File: config.mk
export PLATFORM = sky130hd
export DESIGN_NAME = vsr_page_sequencer
export DESIGN_NICKNAME = d
export VERILOG_FILES = /design/src/rtl/pgseq_pkg.sv /design/src/rtl/pgseq_bitclk.sv /design/src/rtl/pgseq_cmdbuf.sv /design/src/rtl/pgseq_pwr.sv /design/src/rtl/vsr_page_sequencer.sv
export SDC_FILE = /design/constraint.sdc
export NUM_CORES = 1
export LEC_CHECK = 0
export BUFFER_PORTS_ARGS = -buffer_cell sky130_fd_sc_hd__buf_2
export CORE_UTILIZATION = 37
export CTS_CLUSTER_DIAMETER = 60
export DETAILED_ROUTE_END_ITERATION = 16
export PLACE_DENSITY = 0.6
export SLEW_MARGIN = 30
export SYNTH_ARGS = -nofsm -noshare
export SYNTH_HDL_FRONTEND = slang
export SYNTH_SLANG_ARGS = --single-unit
File: constraint.sdc
create_clock -name clk -period 3.2 [get_ports clk]
set_input_delay 0.32 -clock clk [delete_from_list [all_inputs] [get_ports clk]]
set_output_delay 0.32 -clock clk [all_outputs]
set_load 0.02 [all_outputs]
File: src/rtl/pgseq_pkg.sv
// Shared types for the page command sequencer.
package pgseq_pkg;
    // Operation latched when a buffered command begins executing.
    typedef enum logic [1:0] {
        OP_WAIT_ENC = 2'd0,
        OP_WAIT_DEC = 2'd1,
        OP_STORE    = 2'd2,
        OP_PLAY     = 2'd3
    } pg_op_e;
endpackage

File: src/rtl/pgseq_bitclk.sv
// Bit-rate strobe generator.
// Divides the reference clock by DIV_FAST or DIV_SLOW, selected live by
// rate_hi. Assumes 2 <= DIV_FAST <= DIV_SLOW. stb is a registered single-cycle pulse.
module pgseq_bitclk #(
    parameter int DIV_FAST = 64,
    parameter int DIV_SLOW = 128
) (
    input  logic clk,
    input  logic rst_n,
    input  logic rate_hi,
    output logic stb
);
    localparam int CW = $clog2(DIV_SLOW);

    logic [CW-1:0] cnt;
    logic [CW-1:0] lim;

    // Select the terminal count for the current rate.
    always_comb lim = rate_hi ? CW'(DIV_FAST - 1) : CW'(DIV_SLOW - 1);

    // Free-running divider that pulses stb once per bit period.
    always_ff @(posedge clk) begin
        if (!rst_n) begin
            cnt <= '0;
            stb <= 1'b0;
        end else if (cnt >= lim) begin
            cnt <= '0;
            stb <= 1'b1;
        end else begin
            cnt <= cnt + 1'b1;
            stb <= 1'b0;
        end
    end

    AST_STB_PULSE: assert property (@(posedge clk) disable iff (!rst_n)
        stb |=> !stb);
endmodule

File: src/rtl/pgseq_cmdbuf.sv
// One-entry command buffer.
// A load always overwrites the entry. A take empties it unless a load lands
// in the same cycle. clr empties it. The caller takes only when full is set.
module pgseq_cmdbuf #(
    parameter int PAGE_W = 12
) (
    input  logic              clk,
    input  logic              rst_n,
    input  logic              clr,
    input  logic              load,
    input  logic              load_wait,
    input  logic [PAGE_W-1:0] load_page,
    input  logic              take,
    output logic              full,
    output logic              ent_wait,
    output logic [PAGE_W-1:0] ent_page
);
    // Hold the latest command until the sequencer takes it.
    always_ff @(posedge clk) begin
        if (!rst_n || clr) begin
            full     <= 1'b0;
            ent_wait <= 1'b0;
            ent_page <= '0;
        end else if (load) begin
            full     <= 1'b1;
            ent_wait <= load_wait;
            ent_page <= load_page;
        end else if (take) begin
            full     <= 1'b0;
        end
    end

    AST_LOAD_FULL: assert property (@(posedge clk) disable iff (!rst_n)
        load && !clr |=> full);
endmodule

File: src/rtl/pgseq_pwr.sv
// Input power meter.
// Counts the bit periods in a run whose sample equals the previous sample
// (long runs mean slope overload, i.e. a loud input). At the run's end it
// publishes the count shifted right by SHIFT, saturated to PWR_W bits.
// The previous sample carries across runs.
module pgseq_pwr #(
    parameter int CNT_W = 11,
    parameter int SHIFT = 5,
    parameter int PWR_W = 5
) (
    input  logic             clk,
    input  logic             rst_n,
    input  logic             sample_en,
    input  logic             first,
    input  logic             finish,
    input  logic             sample,
    output logic [PWR_W-1:0] pwr,
    output logic             upd
);
    localparam int WW   = CNT_W + PWR_W;
    localparam int PMAX = (1 << PWR_W) - 1;

    logic             prev;
    logic [CNT_W-1:0] cnt;
    logic [CNT_W-1:0] cnt_nx;
    logic [WW-1:0]    wide;
    logic [PWR_W-1:0] sat;

    // Next count and its scaled, saturated value.
    always_comb begin
        cnt_nx = (first ? '0 : cnt) + CNT_W'(sample == prev);
        wide   = WW'(cnt_nx >> SHIFT);
        sat    = (wide > WW'(PMAX)) ? PWR_W'(PMAX) : wide[PWR_W-1:0];
    end

    // Accumulate per sample and publish at the end of a measured run.
    always_ff @(posedge clk) begin
        if (!rst_n) begin
            prev <= 1'b0;
            cnt  <= '0;
            pwr  <= '0;
            upd  <= 1'b0;
        end else begin
            upd <= 1'b0;
            if (sample_en) begin
                prev <= sample;
                cnt  <= cnt_nx;
                if (finish) begin
                    pwr <= sat;
                    upd <= 1'b1;
                end
            end
        end
    end

    AST_UPD_PULSE: assert property (@(posedge clk) disable iff (!rst_n)
        upd |=> !upd);
endmodule

File: src/rtl/vsr_page_sequencer.sv
// Page command sequencer: runs store/play/wait commands of BITS bit periods,
// with a one-entry buffer so consecutive commands run back to back.
// Assumes each memory access is acknowledged before the next bit strobe,
// and ARG_W > PAGE_W. decode and powersave are sampled as used.
module vsr_page_sequencer
    import pgseq_pkg::*;
#(
    parameter int PAGE_W    = 12,
    parameter int BITS      = 1024,
    parameter int DIV_FAST  = 64,
    parameter int DIV_SLOW  = 128,
    parameter int PWR_SHIFT = 5,
    parameter int PWR_W     = 5,
    parameter int ARG_W     = 16,
    localparam int IDX_W    = $clog2(BITS),
    localparam int ADDR_W   = PAGE_W + IDX_W
) (
    input  logic              clk,
    input  logic              rst_n,
    input  logic              clr,
    input  logic              rate_hi,
    input  logic              decode,
    input  logic              powersave,
    input  logic              cmd_valid,
    input  logic              cmd_wait,
    input  logic [ARG_W-1:0]  cmd_arg,
    input  logic              enc_bit,
    output logic              dec_bit,
    output logic              bit_stb,
    output logic              mem_req,
    output logic              mem_we,
    output logic [ADDR_W-1:0] mem_addr,
    output logic              mem_wdata,
    input  logic              mem_ack,
    input  logic              mem_rdata,
    output logic              st_empty,
    output logic              st_idle,
    output logic [PWR_W-1:0]  pwr_val,
    output logic              pwr_upd
);
    localparam int          CNT_W = IDX_W + 1;
    localparam [IDX_W-1:0]  LAST  = IDX_W'(BITS - 1);

    logic              buf_full, ent_wait, take;
    logic [PAGE_W-1:0] ent_page, cur_page;
    logic [IDX_W-1:0]  idx;
    logic              busy, idle_ph, sample, at_last, measure;
    pg_op_e            op, new_op;
    logic              unused_arg_hi;

    assign unused_arg_hi = ^cmd_arg[ARG_W-1:PAGE_W];

    pgseq_bitclk #(.DIV_FAST(DIV_FAST), .DIV_SLOW(DIV_SLOW)) u_clk (
        .clk(clk), .rst_n(rst_n), .rate_hi(rate_hi), .stb(bit_stb)
    );

    pgseq_cmdbuf #(.PAGE_W(PAGE_W)) u_buf (
        .clk(clk), .rst_n(rst_n), .clr(clr),
        .load(cmd_valid), .load_wait(cmd_wait), .load_page(cmd_arg[PAGE_W-1:0]),
        .take(take), .full(buf_full), .ent_wait(ent_wait), .ent_page(ent_page)
    );

    // Decode strobe-time conditions and the operation of the next command.
    always_comb begin
        at_last = busy && (idx == LAST);
        take    = bit_stb && buf_full && (!busy || at_last);
        sample  = powersave ? idle_ph : enc_bit;
        measure = busy && (op == OP_STORE || op == OP_WAIT_ENC);
        if (ent_wait) new_op = decode ? OP_WAIT_DEC : OP_WAIT_ENC;
        else          new_op = decode ? OP_PLAY     : OP_STORE;
    end

    // Command execution: take a buffered command, step the bit index, finish.
    always_ff @(posedge clk) begin
        if (!rst_n || clr) begin
            busy     <= 1'b0;
            idx      <= '0;
            op       <= OP_WAIT_ENC;
            cur_page <= '0;
        end else if (bit_stb) begin
            if (take) begin
                busy     <= 1'b1;
                idx      <= '0;
                op       <= new_op;
                cur_page <= ent_page;
            end else if (at_last) begin
                busy     <= 1'b0;
            end else if (busy) begin
                idx      <= idx + 1'b1;
            end
        end
    end

    // Memory port: one access per bit period of a store or play run.
    always_ff @(posedge clk) begin
        if (!rst_n || clr) begin
            mem_req   <= 1'b0;
            mem_we    <= 1'b0;
            mem_addr  <= '0;
            mem_wdata <= 1'b0;
        end else if (bit_stb && busy && (op == OP_STORE || op == OP_PLAY)) begin
            mem_req   <= 1'b1;
            mem_we    <= (op == OP_STORE);
            mem_addr  <= {cur_page, idx};
            mem_wdata <= sample;
        end else if (mem_req && mem_ack) begin
            mem_req   <= 1'b0;
        end
    end

    // Decoder stream: idle pattern unless a play run supplies read data.
    always_ff @(posedge clk) begin
        if (!rst_n) begin
            idle_ph <= 1'b1;
            dec_bit <= 1'b0;
        end else begin
            if (bit_stb) idle_ph <= ~idle_ph;
            if (bit_stb && !(busy && op == OP_PLAY)) dec_bit <= idle_ph;
            else if (mem_req && mem_ack && !mem_we) dec_bit <= mem_rdata;
        end
    end

    pgseq_pwr #(.CNT_W(CNT_W), .SHIFT(PWR_SHIFT), .PWR_W(PWR_W)) u_pwr (
        .clk(clk), .rst_n(rst_n),
        .sample_en(bit_stb && measure && !clr), .first(idx == '0),
        .finish(at_last), .sample(sample),
        .pwr(pwr_val), .upd(pwr_upd)
    );

    assign st_empty = !buf_full;
    assign st_idle  = !busy;

    AST_REQ_HOLD: assert property (@(posedge clk) disable iff (!rst_n)
        mem_req && !mem_ack && !clr |=> mem_req && $stable(mem_addr));
    AST_CLR_ABORT: assert property (@(posedge clk) disable iff (!rst_n)
        clr |=> st_idle && st_empty && !mem_req);
    AST_NO_IDLE_WITH_PENDING: assert property (@(posedge clk) disable iff (!rst_n)
        $rose(st_idle) && !$past(cmd_valid) |-> st_empty);
    AST_UPD_AFTER_STB: assert property (@(posedge clk) disable iff (!rst_n)
        pwr_upd |-> $past(bit_stb));
endmodule

---- After elaboration in Yosys (flattened, before gate mapping) ----
Index checks and enable logic that the tools add are counted.
cells by class
  add/subtract/negate cells ............... 3
  $lt $le $gt $ge ......................... 2
  eq/ne operators ......................... 5
  multiplexer cells ....................... 20
  bitwise gates (word level) .............. 2
  reductions and logical operators ........ 35
operator list
  kind                                                                  count
  10-bit two-way mux                                                    3
  1-bit two-way mux                                                     13
  1-bit logical AND                                                     12
  11-bit by 1-bit adder with 11-bit output                              1
  11-bit two-way mux                                                    1
  10-bit by 1-bit adder with 10-bit output, second input constant       1
  10-bit == test, second input constant                                 1
  10-bit logical NOT                                                    1
  2-bit nonzero test                                                    5
  2-bit AND reduction                                                   4
  7-bit by 1-bit adder with 7-bit output, second input constant         1
  7-bit >= comparator                                                   1
  7-bit two-way mux                                                     1
  6-bit by 5-bit > comparator with 1-bit output, second input constant  1
  1-bit logical NOT                                                     6
  5-bit two-way mux                                                     1
  2-bit == test, second input constant                                  2
  1-bit logical OR                                                      4
  3-bit AND reduction                                                   1
  2-bit logical NOT                                                     1
  2-bit two-way mux                                                     1
  2-bit != test, second input constant                                  1
  1-bit inverter                                                        2
  2-bit OR reduction                                                    1
  1-bit == test                                                         1
storage, ports and cells
  register bits after elaboration ......... 92
  bits of input ports ..................... 27
  output and inout bits ................... 35
  logic and storage cells ................. 86

---- Longest topological paths before layout ----
Gate-level depths: netlist of the first run.
  depth in word-level cells ............... 6
  mapped depth ............................ 12
  depth with buffers taken out ............ 11

---- By module ----
A second synthesis of the first run with hierarchy kept.
second synthesis, totals
  cell total of the unflattened synthesis .. 469
  area, all modules ....................... 4200.3 um2
by module, submodules not included
  module              times used  cells an instance  area each (um2)  sequential area each (um2)
  vsr_page_sequencer  1           271                2321.0           1041.0
  pgseq_pwr           1           111                988.4            360.3
  pgseq_cmdbuf        1           47                 516.7            280.3
  pgseq_bitclk        1           40                 374.1            160.2

---- Least setup slack after synthesis of the first run ----
Ideal clock, no wire load.
  kind .................................... register to register
  from .................................... register idx[0]
  to ...................................... register u_pwr.pwr[1]
  library setup time ...................... 0.070 ns
  data arrival time ....................... 2.279 ns
  required time ........................... 3.130 ns
  path slack .............................. 0.852 ns
  cell stages (with the launch flop) ...... 13
  buffers on the path ..................... 1
  period minus slack after synthesis ...... 2.348 ns
  path through ............................ dfxtp_1 -> inv_1 -> ha_1 -> nor2b_1 -> nand4_1 -> clkbuf_1 -> and2_1 -> ha_1 -> nand3_1 -> nor4_4 -> xor2_1 -> o21ai_0 -> a21oi_1
on the way
  word-level cells in the longest chain between the ends .. 5
  elaborated cells between the ends (all ways) .. 8
  classes of those cells .................. add/sub (1); order compare (1); eq/ne (1); mux (2); reduce/logical (3)
RTL lines
  what                                           line                       source
  start, declared                                vsr_page_sequencer.sv:46   logic [IDX_W-1:0] idx;
  start signal, assigned                         vsr_page_sequencer.sv:89   idx <= idx + 1'b1;
  10-bit logical NOT                             vsr_page_sequencer.sv:125  .sample_en(bit_stb && measure && !clr), .first(idx == '0),
  11-bit two-way mux                             pgseq_pwr.sv:31            cnt_nx = (first ? '0 : cnt) + CNT_W'(sample == prev);
  11-bit by 1-bit adder with 11-bit output       pgseq_pwr.sv:31
  6-bit by 5-bit > comparator with 1-bit output  pgseq_pwr.sv:33            sat = (wide > WW'(PMAX)) ? PWR_W'(PMAX) : wide[PWR_W-1:0];
  5-bit two-way mux                              pgseq_pwr.sv:33
  end signal, assigned                           pgseq_pwr.sv:49            pwr <= sat;
  end, declared                                  pgseq_pwr.sv:17            output logic [PWR_W-1:0] pwr,
Parallel ways exist; a longest one is shown, timed or not.
A chain may end at the register's enable or synchronous reset.

---- Final worst setup path of the first run ----
Ends and elaborated chain as after synthesis.

==> impl_results.md, run 1 <==
* Root Driver: clkbuf_8
* Register area share after synthesis at 48.20%
* Final setup fails at 0
* List of most frequent post-synthesis cells: dfxtp_1, nand2_1, a21oi_1
* Crit Reg-Reg Endpoint: u_pwr.pwr[1]
* Die area at 10740 um2
* All-layer global routing usage at 15.76%
* Max-cap violations at 0
* Post-Route WL at 7952 um
* R2R setup slack at 0.70 ns
* Mapped Nets at 482
* CTS clock-pin slew for the worst setup and hold paths at 0.10 ns
* Clock Sinks at 92
* Worst-path fanout max at 11
* Core area at 9910 um2
* Main synth FF type: dfxtp_1
* Routability congestion estimate from global placement at 0.8467
* Layout cells sized above 1 at 17.00%
* Avg WL per Cell at 12.56 um
* Clk_lat worst skew at 0.37 ns
* Layout Utilization at 44.00%
* Hold Crit Depth at 3
* Seq cells post-synth at 92
* Die X at 103.6 um
* TNS Setup at 0 ns
* Worst hold path startpoint: cmd_arg[4]
* Relative slew margins at 37.26%
* Fin. Hold Viols at 0
* Ports at 62
* Worst Reg-to-Reg Cells at 12
* Post-route antenna net violation count at 0
* Yosys warning count at 0
* Initial antenna violation count at 0
* Status: finished clean
* Via-to-Cell Ratio at 4.910
* Cells after Synth at 449
* Postcts setup bufs at 0
* Reg2reg start: idx[0]
* NumNets Final at 528
* Arr. time, crit path at 2.81 ns
* Worst slew pin tran at 0.9412 ns
* Number of flops mapped to enable cells by yosys at 0
* DP HPWL at 5544 um
* Final min period at 2.499 ns
* Crit. End Element: flip-flop
* Crit Path Class: reg2reg
* H-Tree Depth at 3
* Fraction of registers with async set/reset at 0%
* LEAKAGE at 1.677 nW
* Largest net degree at the start of global routing at 41
* RSZ-0062 raised after global routing: no
* First-pass DRT Iterations at 4
* DR vias at 3108
* CTS tree: yes
* PostCTS Resize Cnt at 0
* Most common cell in the netlist: dfxtp_1
* Vias in the first global route at 2986
* First-pass GRT wire length at 13790 um
* Hold Path End: u_buf.ent_page[4]
* Setup Skew at 0.009322 ns
* Unique cell type count in the Yosys netlist at 43
* Mapped Avg Cell Area at 8.510 um2
* CTS Buf Count at 9
* Achievable frequency at 400.2 MHz
* Crit path required time at 3.51 ns
* Power Density at 449.9 nW/um2
* Num rows at 36
* # port buffers at 57
* Mapped cell area at 3821 um2
* Startpoint Class: flip-flop
* CTS max path bufs at 2
* Final period utilization at 78.08%
* Top-area cell type share of the netlist area at 48.20%
* DRT iter0 DRCs at 138
* Ranking of synthesized cells by area: dfxtp_1, nand2_1, a21oi_1
* Final Slew Violations at 0
* Grt ovf at 0
* Top cell type by total area after synthesis: dfxtp_1
* Hold-fix buffers, CTS at 0
* P&R area growth vs syn at 14.11%
* Worst hold path type: in2reg
* Ant diodes at 0
* Die Y at 103.6 um
* Starting Density at 38.56%
* Peak supply drop at 0.2381 mV
* # DRC at 0
[cells in the final DEF, fill, tap and decap left out, types with 8 or more instances in the layout]
master,count
a21oi_1,49
buf_2,57
clkbuf_8,9
dfxtp_1,92
inv_1,8
mux2i_1,15
nand2_1,89
nand3_1,14
nor2_1,39
nor3_1,8
o21ai_0,21
xor2_1,13
[kinds of logic (layout without fill, tap and decap cells)]
kind of cell	after synthesis	count (layout)	synth area share, %
adder cells (fa/ha/maj)	6	6	1.965
XOR/XNOR	20	20	4.584
multiplexers	15	15	3.929
AND/OR/NAND/NOR	187	187	22.36
AO/OA/AOI/OAI	94	94	14.67
buffers and inverters	35	86	4.289
flip-flops	92	92	48.20
[power breakdown]
part	switching [W]	internal, W	leakage [nW]
Sequential	0.00000781	0.00115	0.743
Clock	0.000442	0.000295	0.0950
Combinational	0.0000364	0.0000277	0.840
Total	0.000486	0.00148	1.68
[worst max-delay path by stage]
stage / startpoint / to / cells after the start
after global placement: idx[0] / u_pwr.pwr[1] / 12
after global routing: idx[0] / u_pwr.pwr[2] / 12
after CTS: idx[0] / u_pwr.pwr[1] / 12
after floorplan: idx[0] / u_pwr.pwr[1] / 12
final: idx[0] / u_pwr.pwr[1] / 12
after detailed placement: idx[0] / u_pwr.cnt[8] / 12
[through the flow]
stage / hold slack [ns] / instance area [um2] / total power, W / instances / setup WS (ns)
floorplan: 0.4312 / 3821 / 0.001227 / 449 / 0.8515
CTS: 0.1595 / 4360 / 0.001993 / 633 / 0.6754
global route: 0.1689 / 4360 / 0.002051 / 633 / 0.3972
finish: 0.1730 / 4360 / 0.001962 / 633 / 0.7014
global placement: 0.4385 / 4179 / 0.001250 / 617 / 0.7228
detailed placement: 0.4436 / 4179 / 0.001252 / 617 / 0.7029
[flip-flops by register name (all words and copies together) (netlist names), 2 cells and up]
register        count
op                  2
u_pwr.cnt          11
u_pwr.pwr           5
idx                10
u_buf.ent_page     12
cur_page           12
u_clk.cnt           7
mem_addr           22
[metal layers]
layer | routed length (um) | track usage (%)
met5 | 0 | 0
met4 | 175 | 7.971
met3 | 442 | 3.650
met2 | 3676 | 25.65
met1 | 3659 | 19.44
[final cells by class]
type,count,area (um2)
fillers,1062,5549
flip-flops and latches,92,1842
multi-input cells,322,1818
repair buffers,62,322.8
well taps,133,166.4
clock buffers,9,123.9
clock inverters,7,57.56
inverters,8,30.03
[worst max-delay path: stages (launching register included)]
cell	delay [ns]
dfxtp_1	0.36
inv_1	0.09
ha_1	0.20
nor2b_1	0.14
nand4_1	0.09
buf_4	0.16
and2_1	0.16
ha_1	0.22
nand3_1	0.21
nor4_4	0.24
xor2_1	0.30
o21ai_0	0.14
a21oi_1	0.14
No activity file was read; power rests on OpenSTA's default activity.
==> run 2: changes to the inputs <==
--- a/config.mk
+++ b/config.mk
@@ -9,7 +9,7 @@
 export CORE_UTILIZATION = 37
 export CTS_CLUSTER_DIAMETER = 60
 export DETAILED_ROUTE_END_ITERATION = 16
-export PLACE_DENSITY = 0.6
+export PLACE_DENSITY = 0.62
 export SLEW_MARGIN = 30
 export SYNTH_ARGS = -nofsm -noshare
 export SYNTH_HDL_FRONTEND = slang
==> constraint.sdc (replaced) <==
create_clock -name clk -period 2.2 [get_ports clk]
set_input_delay 0.22 -clock clk [delete_from_list [all_inputs] [get_ports clk]]
set_output_delay 0.22 -clock clk [all_outputs]
set_load 0.02 [all_outputs]
==> run 2 against run 1 <==
  * Register-to-register slack worse by 0.60 ns
  * Power up 43%
  * Sequential cell count unchanged
  * Clock power up 37%
  * Global-route usage down 0.27 points
  * Combinational power up 54%
  * Critical path type unchanged
  * Largest power group unchanged
  * Highest routed layer unchanged
==> impl_results.md, run 2 (synthesis results as in run 1) <==
* DP HPWL at 5754 um (was 5544 um)
* Peak supply drop at 0.3365 mV (was 0.2381 mV)
* Non-Filler Instances at 653 (was 633)
* DRT iter0 DRCs at 94 (was 138)
* Crit path required time at 2.49 ns (was 3.51 ns)
* Largest net degree at the start of global routing at 45 (was 41)
* Die X at 103.6 um (unchanged)
* Num rows at 36 (unchanged)
* Die Y at 103.6 um (unchanged)
* Ant diodes at 0 (unchanged)
* Post-Route WL at 8181 um (was 7952 um)
* LEAKAGE at 1.784 nW (was 1.677 nW)
* Status: finished clean (unchanged)
* Root Driver: clkbuf_8 (unchanged)
* Vias in the first global route at 2936 (was 2986)
* Routability congestion estimate from global placement at 0.7920 (was 0.8467)
* Worst hold path type: in2reg (unchanged)
* Setup Skew at 0.01213 ns (was 0.009322 ns)
* RSZ-0062 raised after global routing: yes (was no)
* Core area at 9910 um2 (unchanged)
* Achievable frequency at 477.6 MHz (was 400.2 MHz)
* Layout cells sized above 1 at 23.08% (was 17.00%)
* CTS clock-pin slew for the worst setup and hold paths at 0.09 ns (was 0.10 ns)
* Commonest non-fill, non-tap cell in the layout: dfxtp_1 (unchanged)
* Relative slew margins at 61.35% (was 37.26%)
* Via-to-Cell Ratio at 4.844 (was 4.910)
* Fin. Hold Viols at 0 (unchanged)
* Top flop regs: mem_addr (22), cur_page (12), u_buf.ent_page (12) (unchanged)
* Worst-path fanout max at 5 (was 11)
* DR vias at 3163 (was 3108)
* Fin Hold WS at 0.08817 ns (was 0.1730 ns)
* Startpoint Class: flip-flop (unchanged)
* NumNets Final at 548 (was 528)
* Arr. time, crit path at 2.39 ns (was 2.81 ns)
* Die area at 10740 um2 (unchanged)
* Post-route antenna net violation count at 0 (unchanged)
* # port buffers at 57 (unchanged)
* Cell total after placement at 634 (was 617)
* Final period utilization at 95.17% (was 78.08%)
* CTS max path bufs at 2 (unchanged)
* Largest Register: mem_addr (unchanged)
* Final Slew Violations at 0 (unchanged)
* Grt ovf at 0 (unchanged)
* Crit. End Element: flip-flop (unchanged)
* Clock Sinks at 92 (unchanged)
* Max-cap violations at 0 (unchanged)
* CTS tree: yes (unchanged)
* CTS Buf Count at 9 (unchanged)
* Initial antenna violation count at 0 (unchanged)
* All-layer global routing usage at 15.48% (was 15.76%)
* Avg WL per Cell at 12.53 um (was 12.56 um)
* Most frequent cells in the layout: dfxtp_1, nand2_1, buf_2 (unchanged)
* Crit Path Class: reg2reg (unchanged)
* Clk_lat worst skew at 0.36 ns (was 0.37 ns)
* Worst slew pin tran at 0.5765 ns (was 0.9412 ns)
* Setup Slack @ Placement at 0.005756 ns (was 0.7029 ns)
* First-pass GRT wire length at 13590 um (was 13790 um)
* # DRC at 0 (unchanged)
* Ports at 62 (unchanged)
* Power Density at 610.1 nW/um2 (was 449.9 nW/um2)
* Final min period at 2.094 ns (was 2.499 ns)
* P&R area growth vs syn at 20.07% (was 14.11%)
* First-pass DRT Iterations at 4 (unchanged)
* Final setup fails at 0 (unchanged)
* Largest register FFs at 22 (unchanged)
* Setup WS post-layout at 0.1063 ns (was 0.7014 ns)
* H-Tree Depth at 3 (unchanged)
* Starting Density at 38.56% (unchanged)
[run 2: cell types whose count changed in the layout (fill, tap and decap cells not counted), sizes merged]
cell      change
buf          +20
clkinv        +1
clkinvlp      +2
inv           -3
[run 2: critical path, cell delays in order (launching register included)]
cell and delay [ns]:
dfxtp_2 0.34, inv_2 0.05, ha_4 0.14, nor2b_4 0.12, nand4_1 0.11, and2_4 0.17, ha_4 0.14, nand3_4 0.09
nor4_4 0.37, xor2_2 0.26, nand2_1 0.08, a31oi_1 0.15
[run 2: layout make-up]
type | instances | area (um2)
Timing Repair Buffer | 82 | 473.0
Multi-Input combinational cell | 322 | 1899
Clock buffer | 9 | 123.9
Sequential cell | 92 | 1844
Tap cell | 133 | 166.4
Inverter | 8 | 30.03
Fill cell | 989 | 5321
Clock inverter | 7 | 51.30
[run 2: layer usage]
| metal | up-vias | share of wire [%] | track usage (%) | wire length, um |
|---|---|---|---|---|
| met3 | 10 | 4.4 | 3.587 | 358 |
| met1 | 1441 | 46 | 19.61 | 3792 |
| met4 | 0 | 1.7 | 6.522 | 142 |
| met2 | 60 | 48 | 25.22 | 3887 |
| li1 | 1652 | - | - | - |
| met5 | - | 0 | 0 | 0 |
[run 2: worst paths after layout]
path | depth (start not counted) | to | from | slack [ns]
max | 11 | u_pwr.pwr[3] | idx[1] | 0.11
max reg2reg | 11 | u_pwr.pwr[3] | idx[1] | 0.11
min reg2reg | 2 | mem_addr[1] | mem_addr[1] | 0.45
min | 3 | u_buf.ent_page[3] | cmd_arg[3] | 0.09
[run 2: timing repair]
action                                  CTS  global route
buffers inserted                          0             3
pin swaps                                 1             8
gates resized for setup                   2            21
hold buffers                              0             0
endpoints found under the setup margin    2            10
[run 2: power by group]
group / switching [W] / internal, W / total [W]
Combinational: 0.0000549 / 0.0000436 / 0.0000985
Sequential: 0.0000111 / 0.00168 / 0.00169
Clock: 0.000599 / 0.000414 / 0.00101
[run 2: stage by stage]
step	instance area, um2	util [%]	setup TNS [ns]	total power (W)
3_3_place_gp	4314	43.54	0	0.001821
5_1_grt	4588	46.30	-0.08748	0.002925
2_1_floorplan	3830	-	-0.01640	0.001785
6_report	4588	46.30	0	0.002799
3_5_place_dp	4314	43.54	0	0.001825
4_1_cts	4497	45.38	0	0.002849
==> run 3: changes to the inputs <==
==> constraint.sdc (replaced) <==
create_clock -name clk -period 1.7 [get_ports clk]
set_input_delay 0.17 -clock clk [delete_from_list [all_inputs] [get_ports clk]]
set_output_delay 0.17 -clock clk [all_outputs]
set_load 0.02 [all_outputs]
==> run 3 against run 2 <==
  * The run now ends with negative setup slack left
  * Global-route usage is 1.1 points higher
  * Worst setup slack got worse by 0.38 ns
  * Critical path depth up 1
  * Non-clock buffer count grew 24
  * Critical endpoint is now u_pwr.pwr[2]
  * Design area up 7.6%
  * Sequential share of layout area down 2.8 points
  * Maximum frequency is 6.3% higher
  * Highest routed layer unchanged
  * Worst hold slack lost 0.038 ns
==> impl_results.md, run 3 (synthesis results as in run 1) <==
* Status: finished, violations left (was finished clean)
* Failing checks: negative setup slack
* Reg power frac at 59.8% (was 60.3%)
* Vias in the first global route at 3114 (was 2936)
* Setup WS post-layout at -0.2705 ns (was 0.1063 ns)
* Final min period at 1.971 ns (was 2.094 ns)
* Met2 usage at 28.14% (was 25.22%)
* Power Density at 739.3 nW/um2 (was 610.1 nW/um2)
* Crit path required time at 1.98 ns (was 2.49 ns)
* Initial antenna violation count at 0 (unchanged)
* All-layer global routing usage at 16.55% (was 15.48%)
* Largest net degree at the start of global routing at 35 (was 45)
* Starting Density at 38.56% (unchanged)
* # port buffers at 57 (unchanged)
* Final period utilization at 115.9% (was 95.17%)
* Worst slew pin tran at 0.4004 ns (was 0.5765 ns)
* Die area at 10740 um2 (unchanged)
* Avg WL per Cell at 13.25 um (was 12.53 um)
* Core area at 9910 um2 (unchanged)
* CTS tree: yes (unchanged)
* Power Internal at 0.002800 W (was 0.002134 W)
* GRT met1 Usage at 20.63% (was 19.61%)
* First-pass DRT Iterations at 4 (unchanged)
* Post-route antenna net violation count at 0 (unchanged)
* P&R area growth vs syn at 29.17% (was 20.07%)
* Seq. cell area at 1846 um2 (was 1844 um2)
* GR peak layer: met2 (unchanged)
* # DRC at 0 (unchanged)
* Switching share of power at 23.26% (was 23.76%)
* Via-to-Cell Ratio at 5.001 (was 4.844)
* Clock Sinks at 92 (unchanged)
* Arr. time, crit path at 2.25 ns (was 2.39 ns)
* DRT iter0 DRCs at 122 (was 94)
* CTS clock-pin slew for the worst setup and hold paths at 0.09 ns (about the same)
* Post-Route WL at 8955 um (was 8181 um)
* Final setup fails at 15 (was 0)
* Layout Utilization at 49.81% (was 46.30%)
* Die X at 103.6 um (unchanged)
* Largest Register: mem_addr (unchanged)
* CTS max path bufs at 2 (unchanged)
* Crit. End Element: flip-flop (unchanged)
* Num rows at 36 (unchanged)
* RSZ-0062 raised after global routing: yes (unchanged)
* Worst hold path type: in2reg (unchanged)
* Met3 usage at 3.965% (was 3.587%)
* Area occupied by multi-input gates at 2017 um2 (was 1899 um2)
* Clk_lat worst skew at 0.35 ns (was 0.36 ns)
* Worst-path fanout max at 5 (unchanged)
* NumNets Final at 572 (was 548)
* Ant diodes at 0 (unchanged)
* Peak supply drop at 0.4297 mV (was 0.3365 mV)
* Die Y at 103.6 um (unchanged)
* Clock network fraction of total power at 36.4% (was 36.2%)
* Setup Skew at 0.007686 ns (was 0.01213 ns)
* Routability congestion estimate from global placement at 0.8526 (was 0.7920)
* Final Slew Violations at 0 (unchanged)
* CTS Buf Count at 9 (unchanged)
* Fill cell count at 969 (was 989)
* Fin Hold WS at 0.04999 ns (was 0.08817 ns)
* Achievable frequency at 507.5 MHz (was 477.6 MHz)
* Hold-fix buffers, CTS at 0 (unchanged)
* Max-cap violations at 0 (unchanged)
* Tot Pwr at 0.003649 W (was 0.002799 W)
* Comb pwr share at 3.8% (was 3.5%)
* Fin. Hold Viols at 0 (unchanged)
* DR vias at 3381 (was 3163)
* H-Tree Depth at 3 (unchanged)
* TNS Setup at -2.599 ns (was 0 ns)
* Largest register FFs at 22 (unchanged)
* Switch Pwr at 0.0008487 W (was 0.0006650 W)
* Ports at 62 (unchanged)
* Most frequent cells in the layout: nand2_1, dfxtp_1, buf_2 (was dfxtp_1, nand2_1, buf_2)
* Layout cells sized above 1 at 30.02% (was 23.08%)
* DP HPWL at 5913 um (was 5754 um)
* Grt ovf at 0 (unchanged)
* Crit Path Class: reg2reg (unchanged)
* First-pass GRT wire length at 14430 um (was 13590 um)
* Root Driver: clkbuf_8 (unchanged)
* Relative slew margins at 73.31% (was 61.35%)
* LEAKAGE at 1.947 nW (was 1.784 nW)
* Startpoint Class: flip-flop (unchanged)
* Top flop regs: mem_addr (22), cur_page (12), u_buf.ent_page (12) (unchanged)
-- run 3: cell count changes in the layout (fill, tap and decap cells not counted), moves of 3 or more --
cell      delta
buf_4       +13
buf_6       +10
a21boi_0     -4
a21boi_1     +4
o21ai_0      -4
o21ai_2      +3
-- run 3: area by class of cell --
cell class | count | area share, %
clock buffer | 10 | 2.788
tap | 133 | 3.371
inverter | 8 | 0.6084
clock inverter | 5 | 0.7351
timing repair buffer | 106 | 14.25
sequential | 92 | 37.39
multi-input combinational | 322 | 40.86
-- run 3: critical path: stages (launching register included) --
cell and delay, ns:
dfxtp_2 0.35, inv_2 0.04, ha_2 0.17, nor2b_4 0.12
nand4_1 0.09, and2_4 0.18, ha_4 0.14, nand3_4 0.09
nor4_4 0.19, xor2_1 0.16, buf_4 0.15, o21ai_1 0.08
a21oi_1 0.15
-- run 3: per-layer routing --
metal / part of all wire [%] / vias to the layer above
li1: - / 1696
met1: 46 / 1601
met2: 48 / 70
met3: 3.4 / 14
met4: 1.8 / 0
met5: 0 / -
-- run 3: power by group through the flow --
stage	clock network [W]	registers [W]	logic (W)
floorplan	0	0.00223	0.0000800
global placement	0	0.00223	0.000131
detailed placement	0	0.00223	0.000134
CTS	0.00137	0.00218	0.000135
global route	0.00147	0.00219	0.000153
finish	0.00133	0.00218	0.000138
-- run 3: what timing repair did --
item	4_1_cts	5_1_grt
gates cloned	0	1
setup buffers	7	1
endpoints found under the setup margin	34	40
pin swaps	13	7
resized for setup	23	30
-- run 3: path summary, 6_finish.rpt --
kind / from / to / slack (ns) / cells past startpoint
hold / removal: cmd_arg[4] / u_buf.ent_page[4] / 0.05 / 3
setup reg to reg: idx[1] / u_pwr.pwr[2] / -0.27 / 12
hold reg to reg: mem_addr[5] / mem_addr[5] / 0.45 / 2
setup / recovery: idx[1] / u_pwr.pwr[2] / -0.27 / 12
-- run 3: stage by stage --
stage	setup slack, ns	cells	cell area [um2]
after floorplan	-0.4094	449	3879
after global placement	-0.2387	653	4507
after detailed placement	-0.2757	653	4507
after CTS	-0.2006	674	4793
after global routing	-0.4064	676	4936
final	-0.2705	676	4936
